[config.mk]
export PLATFORM = sky130hd
export DESIGN_NAME = sbm_spi_master
export DESIGN_NICKNAME = d
export VERILOG_FILES = /design/src/rtl/sbm_pkg.sv /design/src/rtl/sbm_tick_gen.sv /design/src/rtl/sbm_edge_ctl.sv /design/src/rtl/sbm_shifter.sv /design/src/rtl/sbm_spi_master.sv
export SDC_FILE = /design/constraint.sdc
export NUM_CORES = 1
export LEC_CHECK = 0
export BUFFER_PORTS_ARGS = -buffer_cell sky130_fd_sc_hd__buf_2
export CAP_MARGIN = 25
export CORE_ASPECT_RATIO = 2
export CORE_MARGIN = 5
export CORE_UTILIZATION = 51
export DETAILED_ROUTE_END_ITERATION = 8
export GPL_ROUTABILITY_DRIVEN = 0
export PLACE_DENSITY = 0.77
export SLEW_MARGIN = 5
export SYNTH_ARGS = -nofsm -noshare
export SYNTH_HDL_FRONTEND = slang
export SYNTH_HIERARCHICAL = 1
export SYNTH_SLANG_ARGS = --single-unit
[constraint.sdc]
create_clock -name clk -period 3.9 [get_ports clk]
set_input_delay 0 -clock clk [delete_from_list [all_inputs] [get_ports clk]]
set_output_delay 0 -clock clk [all_outputs]
set_load 0.02 [all_outputs]
[src/rtl/sbm_pkg.sv]
package sbm_pkg;
  // Mode code: bit 1 = clock inverted, bit 0 = alternate phase
  typedef enum logic [1:0] {
    SBM_NORM_NORM = 2'd0,
    SBM_NORM_ALT  = 2'd1,
    SBM_INV_NORM  = 2'd2,
    SBM_INV_ALT   = 2'd3
  } sbm_mode_e;

  function automatic logic mode_pol(input sbm_mode_e m);
    return m[1];
  endfunction

  function automatic logic mode_pha(input sbm_mode_e m);
    return m[0];
  endfunction
endpackage

[src/rtl/sbm_tick_gen.sv]
module sbm_tick_gen #(
  parameter int HALF = 32
) (
  input  logic clk,
  input  logic rst_n,
  input  logic run,
  output logic tick
);
  localparam int CW = (HALF > 1) ? $clog2(HALF) : 1;
  localparam logic [CW-1:0] TOP = CW'(HALF - 1);

  logic [CW-1:0] cnt_q, cnt_d;

  always_comb begin
    cnt_d = cnt_q;
    if (!run)             cnt_d = '0;
    else if (cnt_q == TOP) cnt_d = '0;
    else                  cnt_d = cnt_q + 1'b1;
  end

  always_ff @(posedge clk or negedge rst_n) begin
    if (!rst_n) cnt_q <= '0;
    else        cnt_q <= cnt_d;
  end

  assign tick = run && (cnt_q == TOP);
endmodule

[src/rtl/sbm_edge_ctl.sv]
module sbm_edge_ctl #(
  parameter int BITS = 8
) (
  input  logic clk,
  input  logic rst_n,
  input  logic tick,
  input  logic load,
  input  logic pha,
  output logic sck_raw,
  output logic sample_en,
  output logic shift_en,
  output logic last_edge
);
  localparam int EDGES = 2 * BITS;
  localparam int EW    = $clog2(EDGES);
  localparam logic [EW-1:0] LAST = EW'(EDGES - 1);

  logic [EW-1:0] edge_q, edge_d;
  logic          sck_q, sck_d;

  assign last_edge = tick && (edge_q == LAST);
  // edge_q holds the count of edges already made; bit 0 clear means the coming edge is odd
  assign sample_en = tick && (edge_q[0] == pha);
  assign shift_en  = tick && (edge_q[0] != pha) && (edge_q != LAST) && (edge_q != '0);

  always_comb begin
    edge_d = edge_q;
    sck_d  = sck_q;
    if (tick) begin
      sck_d  = ~sck_q;
      edge_d = (edge_q == LAST) ? '0 : edge_q + 1'b1;
    end
    if (load) begin
      edge_d = '0;
      sck_d  = 1'b0;
    end
  end

  always_ff @(posedge clk or negedge rst_n) begin
    if (!rst_n) begin
      edge_q <= '0;
      sck_q  <= 1'b0;
    end else begin
      edge_q <= edge_d;
      sck_q  <= sck_d;
    end
  end

  assign sck_raw = sck_q;
endmodule

[src/rtl/sbm_shifter.sv]
module sbm_shifter #(
  parameter int BITS = 8
) (
  input  logic            clk,
  input  logic            rst_n,
  input  logic            load,
  input  logic [BITS-1:0] load_data,
  input  logic            shift_en,
  input  logic            sample_en,
  input  logic            last_edge,
  input  logic            miso,
  output logic            mosi,
  output logic            rx_valid,
  output logic [BITS-1:0] rx_data
);
  logic [BITS-1:0] tx_q, tx_d;
  logic [BITS-1:0] rx_q, rx_d;
  logic [BITS-1:0] out_q, out_d;
  logic            vld_d, vld_q;

  always_comb begin
    tx_d  = tx_q;
    rx_d  = rx_q;
    out_d = out_q;
    vld_d = last_edge;
    if (sample_en) rx_d = {rx_q[BITS-2:0], miso};
    if (shift_en)  tx_d = {tx_q[BITS-2:0], 1'b0};
    if (load)      tx_d = load_data;
    if (last_edge) out_d = rx_d;
  end

  always_ff @(posedge clk or negedge rst_n) begin
    if (!rst_n) begin
      tx_q  <= '0;
      rx_q  <= '0;
      out_q <= '0;
      vld_q <= 1'b0;
    end else begin
      tx_q  <= tx_d;
      rx_q  <= rx_d;
      out_q <= out_d;
      vld_q <= vld_d;
    end
  end

  assign mosi     = tx_q[BITS-1];
  assign rx_valid = vld_q;
  assign rx_data  = out_q;
endmodule

[src/rtl/sbm_spi_master.sv]
module sbm_spi_master
  import sbm_pkg::*;
#(
  parameter int CLK_DIV = 64,
  parameter int BITS    = 8
) (
  input  logic            clk,
  input  logic            rst_n,
  input  logic            mode_en,
  input  logic [1:0]      mode_sel,
  input  logic            tx_valid,
  input  logic [BITS-1:0] tx_data,
  output logic            tx_ready,
  output logic            rx_valid,
  output logic [BITS-1:0] rx_data,
  output logic            busy,
  output logic            sck,
  output logic            mosi,
  input  logic            miso
);
  localparam int HALF = CLK_DIV / 2;

  sbm_mode_e req_mode;
  logic      busy_q, busy_d;
  logic      pol_q, pol_d, pha_q, pha_d;
  logic      tick, accept, load;
  logic      sck_raw, sample_en, shift_en, last_edge;

  assign req_mode = mode_en ? sbm_mode_e'(mode_sel) : SBM_NORM_NORM;
  assign tx_ready = !busy_q || last_edge;
  assign accept   = tx_valid && tx_ready;
  assign load     = accept;

  always_comb begin
    busy_d = busy_q;
    pol_d  = pol_q;
    pha_d  = pha_q;
    if (!busy_q) begin
      pol_d = mode_pol(req_mode);
      pha_d = mode_pha(req_mode);
    end
    if (accept)         busy_d = 1'b1;
    else if (last_edge) busy_d = 1'b0;
  end

  always_ff @(posedge clk or negedge rst_n) begin
    if (!rst_n) begin
      busy_q <= 1'b0;
      pol_q  <= 1'b0;
      pha_q  <= 1'b0;
    end else begin
      busy_q <= busy_d;
      pol_q  <= pol_d;
      pha_q  <= pha_d;
    end
  end

  sbm_tick_gen #(.HALF(HALF)) u_tick (
    .clk  (clk),
    .rst_n(rst_n),
    .run  (busy_q),
    .tick (tick)
  );

  sbm_edge_ctl #(.BITS(BITS)) u_edge (
    .clk      (clk),
    .rst_n    (rst_n),
    .tick     (tick),
    .load     (load),
    .pha      (pha_q),
    .sck_raw  (sck_raw),
    .sample_en(sample_en),
    .shift_en (shift_en),
    .last_edge(last_edge)
  );

  sbm_shifter #(.BITS(BITS)) u_shift (
    .clk      (clk),
    .rst_n    (rst_n),
    .load     (load),
    .load_data(tx_data),
    .shift_en (shift_en),
    .sample_en(sample_en),
    .last_edge(last_edge),
    .miso     (miso),
    .mosi     (mosi),
    .rx_valid (rx_valid),
    .rx_data  (rx_data)
  );

  assign busy = busy_q;
  assign sck  = sck_raw ^ pol_q;
endmodule

==> impl_metrics.yaml <==
min_path:
  hold_class: "primary input to flip-flop"
  min_path_cells: 3
floorplanning:
  die_height_um: 91.5
  row_count: 29
  core_area_sq_mm: 0.00319
  die-area_sq_mm: 0.00464
  start_util: 0.530
  io-pin-count: 28
  dieWidth_um: 50.7
detailed_routing:
  wl_per_cell_um: 15.8
  wirelength_um: 3280
  drt_iter0_markers: 21
  ant_nets: 0
  vias: 1112
  drt_first_pass_iters: 4
  drc_errors: 0
  viasPerCell: 5.35
global_route:
  grt_start_max_net_pins: 39
  first_global_vias: 1254
  grt_pass1_wl_um: 5590
  grt_overflow: 0
  grtUsageTotal: 0.156
  antenna_found_initial: 0
synthesis:
  ys_seq_elements: 38
  yosysUniqueCellTypes: 26
  syn_nets: 153
  seq_area_frac_synth: 0.562
  netlist_area_sq_mm: 0.00169
  yosysWarnings: 6
  syn_inst: 134
  avgSynthCellArea_sq_um: 12.6
cts:
  htreeDepth: 2
  path_clk_slew_ns: 0.07
  post-cts-setup-buffers: 0
  insertion_delay_ns: 0.29
  cts_tree: "yes"
  cts_buffer_depth: 2
  cts_root_buf: "clkbuf_8"
  hold_buffers: 13
  clock_sinks: 38
  cts.repair.resized: 0
  numCtsBuffers: 5
timing:
  fin_crit_ns: 3.16
  fin_tns_setup_ns: 0
  period_share: 0.810
  skew_ns: 0.00457
  worst-slew-pin-transition_ns: 0.813
  hold_viol_final: 0
  setup_violations: 0
  maxSlewHeadroom: 0.458
  fmax_ghz: 0.317
  rsz0062_at_grt: "false"
  maxSlewViolCount: 0
power_and_ir_drop:
  total_power_uw: 915
  p_sw_uw: 254
  switching_share: 0.277
  seqPwrFrac: 0.533
  internal_power_uw: 661
  p_leak_uw: 0.000993
  p_clk_frac: 0.272
  power.density_mw_per_mm2: 445
  peakVddDrop_v: 0.000357
  combPwrFrac: 0.195
place:
  hpwl_um: 2320
  portBuffers: 27
setup_path:
  critPathKind: "flip-flop to flip-flop"
  critPathCaptureType: "flip-flop"
  reg2reg_depth: 11
  worstPathArrival_ns: 3.30
  start_kind: "flip-flop"
  cp.required_ns: 4.04
  path_max_fanout: 21
finish:
  fin_nets: 196
  nFillCells: 260
  drive_gt1_frac: 0.316
  area_growth_pct: 21.3
  diodes: 0
run:
  max_cap_viol_count: 0
outcome:
  status: "completed"
[routing by layer]
layer,wire length (um),vias up,global-route usage
met5,0,-,0
met4,84,0,0.0768
met3,155,7,0.0410
met2,1810,29,0.267
met1,1240,542,0.171
li1,-,534,-
[layout make-up]
type	instances	area [sq um]	share of cell area
multi-input cells	89	704	0.343
well taps	31	38.8	0.0189
inverters	2	7.51	0.00366
repair buffers	41	273	0.133
flip-flops and latches	38	951	0.463
clock inverters	2	10.0	0.00488
clock buffers	5	68.8	0.0335
[flip-flops by register name, summed over array words and instances (netlist names), 4 cells and up]
register,cells
u_shift/rx_data,8
u_shift/rx_q,8
u_shift/tx_q,8
u_tick/cnt_q,5
u_edge/edge_q,4
[synth_stat cells, drive strengths merged]
cell,instances,area (sq um)
nand2b,3,21.3
ha,4,50.1
nand2,15,56.3
buf,3,21.3
or2b,2,15.0
a21oi,4,20.0
clkbuf,2,8.75
or4,1,7.51
nand3b,1,7.51
inv,2,7.50
xnor2,3,26.3
dfrtp,38,951
o21ai,11,55.1
and2,5,35.0
mux2,16,240
or3b,1,8.76
nor2,7,26.3
mux2i,9,90.1
and3,2,12.5
nand3,3,15.0
xor2,2,17.5
[metrics by stage]
stage	util	setup WS, ns	hold slack (ns)	cell area (sq um)	cells
2_1_floorplan	-	1.51	-0.296	1690	134
3_3_place_gp	0.575	0.818	0.126	1840	187
3_5_place_dp	0.575	0.481	0.145	1840	187
4_1_cts	0.641	0.484	0.00216	2050	207
5_1_grt	0.643	0.492	0.0439	2050	208
6_report	0.643	0.742	0.00140	2050	208
[critical path, cell delays in order, from the launching register on]
cell	delay, ns
dfrtp_1	0.38
ha_1	0.21
and3_1	0.18
ha_1	0.21
and2_2	0.25
nand2_1	0.09
nor2_1	0.44
buf_4	0.27
nand2b_2	0.15
and2_1	0.53
nand2b_1	0.19
o21ai_0	0.10
[cell usage in the layout, fill, tap and decap left out, drive strengths merged]
master	count
dfrtp	38
buf	28
mux2	16
nand2	15
dlygate4sd3	13
o21ai	11
mux2i	9
nor2	7
clkbuf	5
and2	5
a21oi	4
ha	4
xnor2	3
nand3	3
nand2b	3
xor2	2
clkinv	2
and3	2
or2b	2
inv	2
or4	1
or3b	1
nand3b	1
[power by group through the flow]
stage	Combinational [uW]	Sequential, uW	Clock [uW]
6_report	179	487	249
3_3_place_gp	161	491	0
2_1_floorplan	122	485	0
3_5_place_dp	171	495	0
5_1_grt	202	493	275
4_1_cts	182	487	261
[final timing paths]
path / from / endpoint / slack [ns]
setup / recovery: u_tick/cnt_q[0] / u_shift/tx_q[0] / 0.74
hold / removal: mode_sel[0] / pha_q / 0.001
setup reg to reg: u_tick/cnt_q[0] / u_shift/tx_q[0] / 0.74
hold reg to reg: u_tick/cnt_q[0] / u_tick/cnt_q[0] / 0.48
max in group asynchronous: rst_n / u_shift/tx_q[1] / 3.04
min in group asynchronous: rst_n / u_shift/rx_data[6] / 0.34
[kinds of logic after synthesis]
group,after synthesis,share of synthesized area
AO/OA/AOI/OAI,15,0.0443
XOR/XNOR,5,0.0259
adder cells (fa/ha/maj),4,0.0296
buffers and inverters,7,0.0222
flip-flops,38,0.562
multiplexers,25,0.195
AND/OR/NAND/NOR,40,0.121
(Power assumes the default switching activity.)
